==> config.mk <==
export PLATFORM = sky130hd
export DESIGN_NAME = spi_page_writer
export DESIGN_NICKNAME = d
export VERILOG_FILES = /design/src/rtl/spi_pw_pkg.sv /design/src/rtl/spi_pw_shifter.sv /design/src/rtl/spi_pw_pagebuf.sv /design/src/rtl/spi_pw_seq.sv /design/src/rtl/spi_page_writer.sv
export SDC_FILE = /design/constraint.sdc
export NUM_CORES = 1
export LEC_CHECK = 0
export BUFFER_PORTS_ARGS = -buffer_cell sky130_fd_sc_hd__buf_4
export CELL_PAD_IN_SITES_DETAIL_PLACEMENT = 1
export CELL_PAD_IN_SITES_GLOBAL_PLACEMENT = 1
export CORE_ASPECT_RATIO = 0.8
export CORE_MARGIN = 10
export CORE_UTILIZATION = 50
export CTS_CLUSTER_DIAMETER = 120
export DETAILED_ROUTE_END_ITERATION = 10
export GPL_TIMING_DRIVEN = 0
export PLACE_DENSITY_LB_ADDON = 0.3
export SYNTH_ARGS = -nofsm -noshare
export SYNTH_HDL_FRONTEND = slang
export SYNTH_SLANG_ARGS = --single-unit
==> constraint.sdc <==
create_clock -name clk -period 3.7 [get_ports clk]
set_clock_uncertainty 0.15 [all_clocks]
set_input_delay 0.185 -clock clk [delete_from_list [all_inputs] [get_ports clk]]
set_output_delay 0.185 -clock clk [all_outputs]
set_load 0.02 [all_outputs]
==> src/rtl/spi_pw_pkg.sv <==
package spi_pw_pkg;
  localparam logic [7:0] OP_WRITE = 8'h02;
  localparam logic [7:0] OP_WREN  = 8'h06;

  typedef enum logic [1:0] {
    SEQ_IDLE  = 2'd0,
    SEQ_ERASE = 2'd1,
    SEQ_PROG  = 2'd2,
    SEQ_HOLD  = 2'd3
  } seq_state_t;

  // lock decision from the lock level and the two top address bits
  function automatic logic page_locked(input logic [1:0] lvl, input logic [1:0] top2);
    case (lvl)
      2'b00:   page_locked = 1'b0;
      2'b01:   page_locked = (top2 == 2'b11);
      2'b10:   page_locked = top2[1];
      default: page_locked = 1'b1;
    endcase
  endfunction
endpackage

==> src/rtl/spi_pw_shifter.sv <==
module spi_pw_shifter #(
  parameter int BYTE_W = 8,
  parameter int HDR_BYTES = 3
) (
  input  logic              clk,
  input  logic              rst_n,
  input  logic              sclk,
  input  logic              cs_n,
  input  logic              mosi,
  output logic              byte_vld,
  output logic [BYTE_W-1:0] byte_data,
  output logic [2:0]        byte_num,
  output logic              frame_end,
  output logic              frame_aligned,
  output logic [2:0]        frame_bytes
);
  localparam int BIT_W = $clog2(BYTE_W);
  localparam logic [BIT_W-1:0] LAST_BIT = BIT_W'(BYTE_W - 1);
  localparam logic [2:0] CNT_SAT = 3'(HDR_BYTES + 1);

  logic              sclk_q, cs_q;
  logic [BYTE_W-2:0] sr_q;
  logic [BIT_W-1:0]  bit_q;
  logic [2:0]        cnt_q;
  logic              rise;

  assign rise          = sclk & ~sclk_q & ~cs_n;
  assign frame_end     = cs_n & ~cs_q;
  assign frame_aligned = (bit_q == '0);
  assign frame_bytes   = cnt_q;

  always_ff @(posedge clk or negedge rst_n) begin
    if (!rst_n) begin
      sclk_q    <= 1'b0;
      cs_q      <= 1'b1;
      sr_q      <= '0;
      bit_q     <= '0;
      cnt_q     <= '0;
      byte_vld  <= 1'b0;
      byte_data <= '0;
      byte_num  <= '0;
    end else begin
      sclk_q   <= sclk;
      cs_q     <= cs_n;
      byte_vld <= 1'b0;
      if (cs_n) begin
        bit_q <= '0;
        cnt_q <= '0;
      end else if (rise) begin
        sr_q  <= {sr_q[BYTE_W-3:0], mosi};
        bit_q <= bit_q + 1'b1;
        if (bit_q == LAST_BIT) begin
          byte_vld  <= 1'b1;
          byte_data <= {sr_q, mosi};
          byte_num  <= cnt_q;
          if (cnt_q != CNT_SAT) cnt_q <= cnt_q + 3'd1;
        end
      end
    end
  end
endmodule

==> src/rtl/spi_pw_pagebuf.sv <==
module spi_pw_pagebuf #(
  parameter int PAGE_BYTES = 128,
  parameter int DATA_W = 8
) (
  input  logic                          clk,
  input  logic                          rst_n,
  input  logic                          clr,
  input  logic                          wr_en,
  input  logic [$clog2(PAGE_BYTES)-1:0] wr_idx,
  input  logic [DATA_W-1:0]             wr_data,
  input  logic [$clog2(PAGE_BYTES)-1:0] rd_idx,
  output logic [DATA_W-1:0]             rd_data,
  output logic                          rd_loaded
);
  logic [DATA_W-1:0]     slot_q [PAGE_BYTES];
  logic [PAGE_BYTES-1:0] loaded_q;

  assign rd_data   = slot_q[rd_idx];
  assign rd_loaded = loaded_q[rd_idx];

  always_ff @(posedge clk or negedge rst_n) begin
    if (!rst_n) begin
      loaded_q <= '0;
    end else if (clr) begin
      loaded_q <= '0;
    end else if (wr_en) begin
      loaded_q[wr_idx] <= 1'b1;
    end
  end

  generate
    for (genvar g = 0; g < PAGE_BYTES; g++) begin : g_slot
      always_ff @(posedge clk) begin
        if (wr_en && !clr && (wr_idx == g)) slot_q[g] <= wr_data;
      end
    end
  endgenerate
endmodule

==> src/rtl/spi_pw_seq.sv <==
module spi_pw_seq
  import spi_pw_pkg::*;
#(
  parameter int ADDR_W = 16,
  parameter int DATA_W = 8,
  parameter int PAGE_BYTES = 128,
  parameter int TWC_CYCLES = 1000
) (
  input  logic                                 clk,
  input  logic                                 rst_n,
  input  logic                                 start,
  input  logic [ADDR_W-$clog2(PAGE_BYTES)-1:0] start_page,
  input  logic                                 slot_loaded,
  input  logic [DATA_W-1:0]                    slot_data,
  output logic [$clog2(PAGE_BYTES)-1:0]        rd_idx,
  output logic                                 wip,
  output logic                                 done,
  output logic                                 mem_valid,
  input  logic                                 mem_ready,
  output logic                                 mem_erase,
  output logic [ADDR_W-1:0]                    mem_addr,
  output logic [DATA_W-1:0]                    mem_data
);
  localparam int PAGE_W = $clog2(PAGE_BYTES);
  localparam int PNUM_W = ADDR_W - PAGE_W;
  localparam int TMR_W  = $clog2(TWC_CYCLES + 1);
  localparam logic [TMR_W-1:0]  TMR_END  = TMR_W'(TWC_CYCLES - 1);
  localparam logic [PAGE_W-1:0] LAST_IDX = PAGE_W'(PAGE_BYTES - 1);

  seq_state_t        state_q;
  logic [PAGE_W-1:0] idx_q;
  logic [PNUM_W-1:0] page_q;
  logic [TMR_W-1:0]  tmr_q;
  logic              in_sweep, advance;

  assign in_sweep  = (state_q == SEQ_ERASE) || (state_q == SEQ_PROG);
  assign mem_valid = in_sweep && slot_loaded;
  assign advance   = in_sweep && (!slot_loaded || mem_ready);
  assign mem_erase = (state_q == SEQ_ERASE);
  assign mem_addr  = {page_q, idx_q};
  assign mem_data  = mem_erase ? '0 : slot_data;
  assign rd_idx    = idx_q;
  assign wip       = (state_q != SEQ_IDLE);
  assign done      = (state_q == SEQ_HOLD) && (tmr_q == TMR_END);

  always_ff @(posedge clk or negedge rst_n) begin
    if (!rst_n) begin
      state_q <= SEQ_IDLE;
      idx_q   <= '0;
      page_q  <= '0;
      tmr_q   <= '0;
    end else if (state_q == SEQ_IDLE) begin
      if (start) begin
        state_q <= SEQ_ERASE;
        idx_q   <= '0;
        tmr_q   <= '0;
        page_q  <= start_page;
      end
    end else begin
      if (tmr_q != TMR_END) tmr_q <= tmr_q + 1'b1;
      if (done) state_q <= SEQ_IDLE;
      if (advance) begin
        if (idx_q == LAST_IDX) begin
          idx_q   <= '0;
          state_q <= (state_q == SEQ_ERASE) ? SEQ_PROG : SEQ_HOLD;
        end else begin
          idx_q <= idx_q + 1'b1;
        end
      end
    end
  end
endmodule

==> src/rtl/spi_page_writer.sv <==
module spi_page_writer
  import spi_pw_pkg::*;
#(
  parameter int ADDR_W = 16,
  parameter int DATA_W = 8,
  parameter int PAGE_BYTES = 128,
  parameter int TWC_CYCLES = 1000
) (
  input  logic              clk,
  input  logic              rst_n,
  input  logic              spi_sclk,
  input  logic              spi_cs_n,
  input  logic              spi_mosi,
  input  logic [1:0]        bp_lvl,
  output logic              wel,
  output logic              wip,
  output logic              mem_valid,
  input  logic              mem_ready,
  output logic              mem_erase,
  output logic [ADDR_W-1:0] mem_addr,
  output logic [DATA_W-1:0] mem_data
);
  localparam int PAGE_W = $clog2(PAGE_BYTES);
  localparam int PNUM_W = ADDR_W - PAGE_W;
  localparam int HDR_BYTES = 1 + ADDR_W / DATA_W;
  localparam logic [2:0] DATA_NUM = 3'(HDR_BYTES);

  logic              byte_vld, frame_end, frame_aligned;
  logic [DATA_W-1:0] byte_data;
  logic [2:0]        byte_num, frame_bytes;

  spi_pw_shifter #(.BYTE_W(DATA_W), .HDR_BYTES(HDR_BYTES)) u_shift (
    .clk(clk), .rst_n(rst_n), .sclk(spi_sclk), .cs_n(spi_cs_n), .mosi(spi_mosi),
    .byte_vld(byte_vld), .byte_data(byte_data), .byte_num(byte_num),
    .frame_end(frame_end), .frame_aligned(frame_aligned), .frame_bytes(frame_bytes)
  );

  logic [DATA_W-1:0] opcode_q;
  logic [ADDR_W-1:0] addr_q;
  logic [PAGE_W-1:0] ptr_q;
  logic              wel_q, frame_busy_q;
  logic              buf_wr, buf_clr, locked, accept, wren_ok, wr_reject, seq_done;
  logic [PAGE_W-1:0] rd_idx;
  logic [DATA_W-1:0] slot_data;
  logic              slot_loaded;

  assign buf_clr = byte_vld && (byte_num == 3'd0) && !wip;
  assign buf_wr  = byte_vld && (byte_num >= DATA_NUM) && (opcode_q == OP_WRITE)
                   && !wip && !frame_busy_q;
  assign locked  = page_locked(bp_lvl, addr_q[ADDR_W-1 -: 2]);

  assign accept    = frame_end && frame_aligned && (frame_bytes > DATA_NUM)
                     && (opcode_q == OP_WRITE) && wel_q && !wip && !frame_busy_q && !locked;
  assign wren_ok   = frame_end && frame_aligned && (frame_bytes == 3'd1)
                     && (opcode_q == OP_WREN) && !wip;
  assign wr_reject = frame_end && (frame_bytes != 3'd0) && (opcode_q == OP_WRITE) && !accept;
  assign wel       = wel_q;

  always_ff @(posedge clk or negedge rst_n) begin
    if (!rst_n) begin
      opcode_q     <= '0;
      addr_q       <= '0;
      ptr_q        <= '0;
      frame_busy_q <= 1'b0;
      wel_q        <= 1'b0;
    end else begin
      if (byte_vld) begin
        if (byte_num == 3'd0) begin
          opcode_q     <= byte_data;
          frame_busy_q <= wip;
        end else if (byte_num == 3'd1) begin
          addr_q[ADDR_W-1:DATA_W] <= byte_data;
        end else if (byte_num == 3'd2) begin
          addr_q[DATA_W-1:0] <= byte_data;
          ptr_q              <= byte_data[PAGE_W-1:0];
        end else if (buf_wr) begin
          ptr_q <= ptr_q + 1'b1;
        end
      end
      if (wren_ok)                    wel_q <= 1'b1;
      else if (wr_reject || seq_done) wel_q <= 1'b0;
    end
  end

  spi_pw_pagebuf #(.PAGE_BYTES(PAGE_BYTES), .DATA_W(DATA_W)) u_buf (
    .clk(clk), .rst_n(rst_n), .clr(buf_clr), .wr_en(buf_wr), .wr_idx(ptr_q),
    .wr_data(byte_data), .rd_idx(rd_idx), .rd_data(slot_data), .rd_loaded(slot_loaded)
  );

  spi_pw_seq #(.ADDR_W(ADDR_W), .DATA_W(DATA_W), .PAGE_BYTES(PAGE_BYTES),
               .TWC_CYCLES(TWC_CYCLES)) u_seq (
    .clk(clk), .rst_n(rst_n), .start(accept), .start_page(addr_q[ADDR_W-1 -: PNUM_W]),
    .slot_loaded(slot_loaded), .slot_data(slot_data), .rd_idx(rd_idx), .wip(wip),
    .done(seq_done), .mem_valid(mem_valid), .mem_ready(mem_ready), .mem_erase(mem_erase),
    .mem_addr(mem_addr), .mem_data(mem_data)
  );
endmodule

==> key figures, run 1 <==
Run status
  • Run status: finished with violations
  • Violated checks: setup timing

Yosys
  • Largest family of logic cells by synthesized area: multiplexers
  • Multiplexer area fraction after synthesis: 0.183
  • Register area share after synthesis: 0.733
  • Syn Nets: 2535
  • Asr flop ratio synth: 0.170
  • Simple-gate portion of the synthesized area: 0.0400
  • Post-synthesis compound-gate area fraction: 0.0237
  • Yosys warnings: 0
  • Post-synthesis adder-cell area fraction: 0.00408
  • Post-synth EDFFs: 1024
  • Syn Inst Count: 2511
  • Mapped cell area: 49100 um^2
  • Yosys reg bits: 1233
  • Most used DFF post-synth: edfxtp_1
  • Library cells used by synthesis: 56
  • Xor-xnor portion of the synthesized cell area: 0.00178
  • Mean Syn Cell Area: 19.6 um^2

Critical path
  • Setup crit end kind: output pin
  • Worst r2r dst: u_buf.slot_q[69][0]
  • Critical path's top delay family: multiplexers
  • CP max stage cell: mux4_2
  • Worst endpoint required time: 3370 ps
  • CP bufs+invs: 6
  • CP Launch Type: flop
  • CP peak stage delay: 560 ps
  • Reg2reg start: opcode_q[5]
  • WP data arrival: 4070 ps
  • Worst Path Max Fanout: 6
  • Critical Path End: mem_data[5]
  • Levels on crit path: 11
  • Crit Path Class: flop to output pin
  • CP Cell Sequence: buf_12 > buf_16 > buf_16 > buf_16 > buf_12 > mux4_2 > mux4_2 > mux4_2 > mux2i_1 > nor2_1 > buf_4
  • FF-to-FF path depth: 8
  • Reg2reg setup slack: 100 ps
  • CP Launch Point: u_seq.rd_idx[0]

Clocking
  • CTS Buf Count: 115
  • CTS H-tree lvls: 3
  • Clk slew on worst S/H paths: 70 ps
  • CTS Root Cell: clkbuf_16
  • Clk_lat worst skew: 740 ps
  • Clock sinks: 1233
  • CTS max path bufs: 3
  • TritonCTS clock tree: done

Timing
  • Fmax: 0.227 GHz
  • Final period utilization: 1.19
  • Fin crit period: 4400 ps
  • Setup violations, final: 9
  • Hold_ws: 73.7 ps
  • Setup ws final: -702 ps
  • RSZ-0062 raised after global routing: true
  • Slew @ Worst Pin: 1350 ps
  • Final Hold Fails: 0
  • Slew Limit Fails: 0
  • Slew headroom: 0.0988

Place
  • Routability Congestion: 0.888
  • DP HPWL: 90500 um
  • IO Port Bufs: 35
  • Post-DP Area: 51300 um^2
  • Pre-CTS setup slack: -1470 ps
  • Placed Instances: 3858

Power and ir drop
  • PwrDens: 599 nW/um^2
  • Worst IR drop on VDD: 0.429 mV
  • Pleak: 19.7 nW

Routing
  • DR WL/cell: 34.2 um
  • Routed wire length: 141000 um
  • Antenna viol nets, final: 0
  • DRT Pass-1 Iters: 5
  • Via/cell ratio: 6.51
  • DR iter-0 viols: 3999
  • Drt drc: 0
  • Via count: 26900

Final layout
  • Layout cells sized above 1: 0.322
  • Number of diodes: 0
  • Filler cells: 8268
  • Final instance area: 57200 um^2
  • Final cell count without fillers: 4133
  • Post-layout net count: 2759
  • Multi-input logic area: 13000 um^2
  • Area Growth Syn to Fin: 16.6%
  • Sequential cell area: 36000 um^2
  • Final Util: 0.589

GRT
  • First-pass GRT wire length: 202000 um
  • Pin count of the biggest net entering global routing: 129
  • Vias in the first global route: 27500
  • Grt ovf: 0
  • Total global-route track usage: 0.250
  • Initial antenna violation count: 8

Worst hold path
  • Hold WC Path Type: input pin to flop
  • Hold path cells: 2

Floorplanning
  • Chip height: 300 um
  • FP Rows: 102
  • Core Area: 97100 um^2
  • Full die area: 111000 um^2
  • Io pins: 36
  • Die Wd: 370 um
  • Starting density of the core: 0.506

Flow run
  • MaxCap Viol Count: 0
## stage by stage
| step | setup TNS, ps | power, mW |
|---|---|---|
| detailed placement | -736730 | 20.9 |
| global placement | -1441000 | 20.8 |
| finish | -5440 | 34.3 |
| floorplan | 0 | 19.1 |
| CTS | -523590 | 33.9 |
| global route | -11320 | 35.3 |
## flip-flops by register name (all words and copies together), names as in the netlist
signal / flops
u_shift.byte_num: 3
u_seq.state_q: 2
ptr_q: 7
u_shift.sclk_q: 1
u_shift.cs_q: 1
u_buf.loaded_q: 128
u_shift.byte_vld: 1
u_seq.rd_idx: 7
frame_busy_q: 1
u_buf.slot_q: 1024
addr_q: 9
u_seq.page_q: 9
u_shift.sr_q: 7
wel: 1
opcode_q: 8
u_shift.frame_bytes: 3
u_seq.tmr_q: 10
u_shift.byte_data: 8
u_shift.bit_q: 3
## power by group
part,internal [mW],switching [mW],total (mW)
logic,3.20,3.82,7.02
registers,15.0,0.172,15.2
clock network,6.85,5.26,12.1
## cell type report
type | count | area share
flip-flops and latches | 1233 | 0.629
multi-input cells | 1110 | 0.227
clock buffers | 146 | 0.0541
well taps | 1300 | 0.0284
repair buffers | 109 | 0.0244
plain buffers | 145 | 0.0223
clock inverters | 69 | 0.0132
inverters | 21 | 0.00144
## synth_stat cells, drive strengths merged (4+ instances only)
cell type | instances | area [um^2]
dfrtp | 208 | 5200
nand4 | 9 | 56.3
nor3b | 6 | 45.0
nand2b | 7 | 43.8
nor2 | 204 | 766
nand2 | 127 | 477
o211ai | 8 | 60.1
or2 | 6 | 37.5
or3 | 4 | 25.0
o21ai | 102 | 514
or4 | 4 | 30.0
clkbuf | 88 | 330
ha | 16 | 200
mux2 | 65 | 732
nand3 | 37 | 185
inv | 21 | 78.8
o22ai | 6 | 37.5
edfxtp | 1024 | 30700
a22o | 12 | 105
mux4 | 357 | 8040
nor3 | 8 | 40.0
a221oi | 4 | 35.0
a22oi | 4 | 30.0
a21oi | 34 | 170
and3 | 11 | 68.8
nand3b | 4 | 30.0
xor2 | 7 | 61.3
nor4 | 5 | 43.8
a31oi | 5 | 31.3
buf | 59 | 334
nor2b | 7 | 43.8
mux2i | 19 | 190
## cells in the final DEF, fill, tap and decap left out, types with 21 or more instances in the layout
master and n:
nor2_1 125, nor2_2 32, o21ai_0 101, buf_4 73
buf_12 21, mux2_2 65, a21oi_1 34, nor2_4 47
nand3_1 27, edfxtp_1 1024, nand2_1 126, clkbuf_1 74
clkbuf_8 22, mux4_2 357, clkbuf_16 121, dfrtp_1 199
clkinv_2 30
## what timing repair did
item	in CTS	in global routing
gates resized for setup	248	152
setup endpoints to repair	1026	911
hold buffers	10	0
pin swaps	2	16
cloned	4	3
setup buffers	24	22
endpoints found under the hold margin	230	0
## per-layer routing
metal	share of wire	vias up	track usage
met5	0.00016	-	0
li1	-	10600	-
met3	0.095	225	0.0498
met2	0.47	1502	0.381
met4	0.028	4	0.0647
met1	0.40	14600	0.369
## how the worst min path moves through the flow
stage | start | end | slack, ps
floorplan | rst_n | addr_q[10] | -260
global placement | spi_sclk | u_shift.sclk_q | 150
detailed placement | rst_n | u_shift.bit_q[0] | 80
CTS | spi_cs_n | u_shift.cs_q | 40
global route | spi_cs_n | u_shift.cs_q | 70
finish | spi_cs_n | u_shift.cs_q | 70
## kinds of logic (layout without fill, tap and decap cells)
kind of cell               after synthesis  in the layout
DFF                                   1233           1233
and+or+nand+nor                        448            448
adders and majority gates               16             16
xor gates and xnor gates                10             10
AOI/OAI and AO/OA                      195            195
buffers and inverters                  168            490
muxes                                  441            441
Power figures use the tool's default switching activity.
==> run 2: changes to the inputs <==
--- a/config.mk
+++ b/config.mk
@@ -9,7 +9,7 @@
 export CELL_PAD_IN_SITES_DETAIL_PLACEMENT = 1
 export CELL_PAD_IN_SITES_GLOBAL_PLACEMENT = 1
 export CORE_ASPECT_RATIO = 0.8
-export CORE_MARGIN = 10
+export CORE_MARGIN = 5
 export CORE_UTILIZATION = 50
 export CTS_CLUSTER_DIAMETER = 120
 export DETAILED_ROUTE_END_ITERATION = 10
==> constraint.sdc (replaced) <==
create_clock -name clk -period 3.7 [get_ports clk]
set_clock_uncertainty 0.15 [all_clocks]
set_input_delay 0.185 -clock clk [delete_from_list [all_inputs] [get_ports clk]]
set_output_delay 0.185 -clock clk [all_outputs]
set_load 0.01 [all_outputs]
==> run 2 against run 1 <==
Compared with the run above: clock power hardly changed; worst hold slack better by 5.9 ps; die area fell by 5.9%; cell count is 0.19% lower; total power is 1.1% lower; critical path depth is 2 lower; the flow finishes with violations (capacitance limit, slew limit, setup timing); wire length grew 0.61%; sequential power about the same.
==> key figures, run 2 (same netlist as run 1, synthesis figures left out) <==
Power and ir drop
  • Comb pwr share: 0.203 (was 0.205)
  • Pleak: 19.6 nW (was 19.7 nW)
  • Worst IR drop on VDD: 0.384 mV (was 0.429 mV)
  • Clk pwr share: 0.351 (was 0.353)
  • P_sw: 9.18 mW (was 9.25 mW)
  • PwrDens: 594 nW/um^2 (was 599 nW/um^2)
  • Sequential Power Share: 0.447 (was 0.442)
  • Pint: 24.7 mW (was 25.0 mW)
  • Sw Share: 0.270 (about the same)

Floorplanning
  • Core Area: 97100 um^2 (unchanged)
  • Io pins: 36 (unchanged)
  • FP Rows: 102 (unchanged)
  • Chip height: 290 um (was 300 um)
  • Starting density of the core: 0.506 (unchanged)
  • Full die area: 105000 um^2 (was 111000 um^2)
  • Die Wd: 360 um (was 370 um)

Timing
  • Setup violations, final: 8 (was 9)
  • Fmax: 0.227 GHz (about the same)
  • RSZ-0062 raised after global routing: true (unchanged)
  • Final period utilization: 1.19 (about the same)
  • Fin crit period: 4410 ps (was 4400 ps)
  • Final setup TNS: -5110 ps (was -5440 ps)
  • Slew headroom: -0.0617 (was 0.0988)
  • Slew @ Worst Pin: 1590 ps (was 1350 ps)
  • Setup ws final: -714 ps (was -702 ps)
  • Slew Limit Fails: 11 (was 0)
  • Final Hold Fails: 0 (unchanged)
  • Hold_ws: 79.6 ps (was 73.7 ps)

Final layout
  • Multi-input logic area: 13100 um^2 (was 13000 um^2)
  • Commonest non-fill, non-tap cells in the layout: edfxtp_1, mux4_2, dfrtp_1 (unchanged)
  • Register bank with the most flops: u_buf.slot_q (unchanged)
  • Sequential cell area: 36000 um^2 (about the same)
  • Top flop regs: u_buf.slot_q x1024, u_buf.loaded_q x128, u_seq.tmr_q x10 (unchanged)
  • Layout cells sized above 1: 0.327 (was 0.322)
  • Max FFs per register: 1024 (unchanged)
  • Post-layout net count: 2749 (was 2759)
  • Final instance area: 57100 um^2 (was 57200 um^2)
  • Area Growth Syn to Fin: 16.2% (was 16.6%)
  • Filler cells: 8279 (was 8268)
  • Final Util: 0.588 (was 0.589)
  • Most common cell after layout, fill and taps aside: edfxtp_1 (unchanged)

Critical path
  • CP max stage cell: dfrtp_1 (was mux4_2)
  • Reg2reg setup slack: 70 ps (was 100 ps)
  • CP Launch Type: flop (unchanged)
  • FF-to-FF path depth: 8 (unchanged)
  • Worst Path Max Fanout: 10 (was 6)
  • Reg2reg start: opcode_q[5] (unchanged)
  • WP data arrival: 4080 ps (was 4070 ps)
  • Setup crit end kind: output pin (unchanged)
  • Worst endpoint required time: 3370 ps (about the same)
  • Worst r2r dst: u_buf.slot_q[82][6] (was u_buf.slot_q[69][0])
  • CP Cell Sequence: clkbuf_2 > clkbuf_8 > clkbuf_8 > clkbuf_2 > mux4_2 > mux4_2 > mux2i_1 > nor2_2 > buf_6 (was buf_12 > buf_16 > buf_16 > buf_16 > buf_12 > mux4_2 > mux4_2 > mux4_2 > mux2i_1 > nor2_1 > buf_4)
  • CP peak stage delay: 560 ps (about the same)
  • Crit Path Class: flop to output pin (unchanged)

GRT
  • Total global-route track usage: 0.270 (was 0.250)
  • Initial antenna violation count: 3 (was 8)
  • Pin count of the biggest net entering global routing: 112 (was 129)
  • Grt ovf: 0 (unchanged)
  • First-pass GRT wire length: 205000 um (was 202000 um)
  • Vias in the first global route: 27800 (was 27500)

Place
  • Post-DP Area: 51300 um^2 (about the same)
  • Pre-CTS setup slack: -1530 ps (was -1470 ps)
  • Routability Congestion: 0.861 (was 0.888)
  • IO Port Bufs: 35 (unchanged)
  • DP HPWL: 89600 um (was 90500 um)

Routing
  • Antenna viol nets, final: 0 (unchanged)
  • Via/cell ratio: 6.58 (was 6.51)
  • DR WL/cell: 34.5 um (was 34.2 um)
  • DRT Pass-1 Iters: 6 (was 5)
  • Routed wire length: 142000 um (was 141000 um)
  • DR iter-0 viols: 3667 (was 3999)
  • Via count: 27100 (was 26900)
  • Drt drc: 0 (unchanged)

Worst hold path
  • Hold path endpoint: u_shift.cs_q (unchanged)
  • Hold Path Origin: spi_cs_n (unchanged)
  • Hold WC Path Type: input pin to flop (unchanged)
  • Hold path cells: 2 (unchanged)

Clocking
  • CTS Buf Count: 113 (was 115)
  • TritonCTS clock tree: done (unchanged)
  • Clk_lat worst skew: 690 ps (was 740 ps)
  • CTS H-tree lvls: 3 (unchanged)
  • CTS max path bufs: 3 (unchanged)
  • Clock sinks: 1233 (unchanged)
  • Clk slew on worst S/H paths: 70 ps (about the same)
  • CTS Root Cell: clkbuf_16 (unchanged)

Flow run
  • MaxCap Viol Count: 1 (was 0)

Run status
  • Run status: finished with violations (unchanged)
  • Violated checks: capacitance limit, slew limit, setup timing (was setup timing)
==> run 2: worst max path at each step <==
stage                         start     endpoint  slack, ps  cells after the start
detailed placement  u_seq.rd_idx[3]  mem_data[2]      -1530                      9
floorplan           u_seq.rd_idx[0]  mem_data[1]        470                      8
finish              u_seq.rd_idx[3]  mem_data[7]       -710                      9
global placement    u_seq.rd_idx[3]  mem_data[2]      -1460                      9
global route        u_seq.rd_idx[0]  mem_data[0]       -730                     10
CTS                 u_seq.rd_idx[0]  mem_data[3]       -640                     10
==> run 2: metal layers <==
metal  up-vias  track usage  share of wire
met5         -            0              0
met4         0       0.0765          0.034
met3       261       0.0591           0.11
met2      1678        0.407           0.46
met1     14600        0.403           0.39
li1      10600            -              -
==> run 2: stage by stage <==
stage | power (mW) | std cells
finish | 33.9 | 4125
global route | 35.0 | 4124
CTS | 33.8 | 4115
detailed placement | 20.9 | 3856
global placement | 20.8 | 3846
floorplan | 19.0 | 2511
==> run 2: area by class of cell <==
cell class | instances | area share
multi-input combinational | 1110 | 0.230
timing repair buffer | 99 | 0.0206
clock buffer | 146 | 0.0539
clock inverter | 68 | 0.0115
buffer | 147 | 0.0235
inverter | 21 | 0.00145
antenna | 1 | 0.0000438
tap | 1300 | 0.0285
sequential | 1233 | 0.631
==> run 2: worst max-delay path: cells and delay by family, from the launching register on <==
family	cells	cell delay (ps)
buffers and inverters	5	1460
AND/OR/NAND/NOR	1	130
multiplexers	3	1220
flip-flops	1	560
==> run 2: power by group through the flow <==
stage	logic (mW)	clock network [mW]	registers (mW)
CTS	6.73	11.9	15.1
floorplan	3.61	0	15.4
finish	6.88	11.9	15.2
global route	7.14	12.7	15.2
detailed placement	5.46	0	15.4
global placement	5.33	0	15.4
==> run 2: what timing repair did <==
action | in CTS | in global routing
pin swaps | 5 | 6
resized for setup | 389 | 47
cloned | 4 | 3
buffers inserted | 31 | 7
endpoints found under the hold margin | 118 | 0
setup endpoints to repair | 1009 | 754
hold buffers | 10 | 0
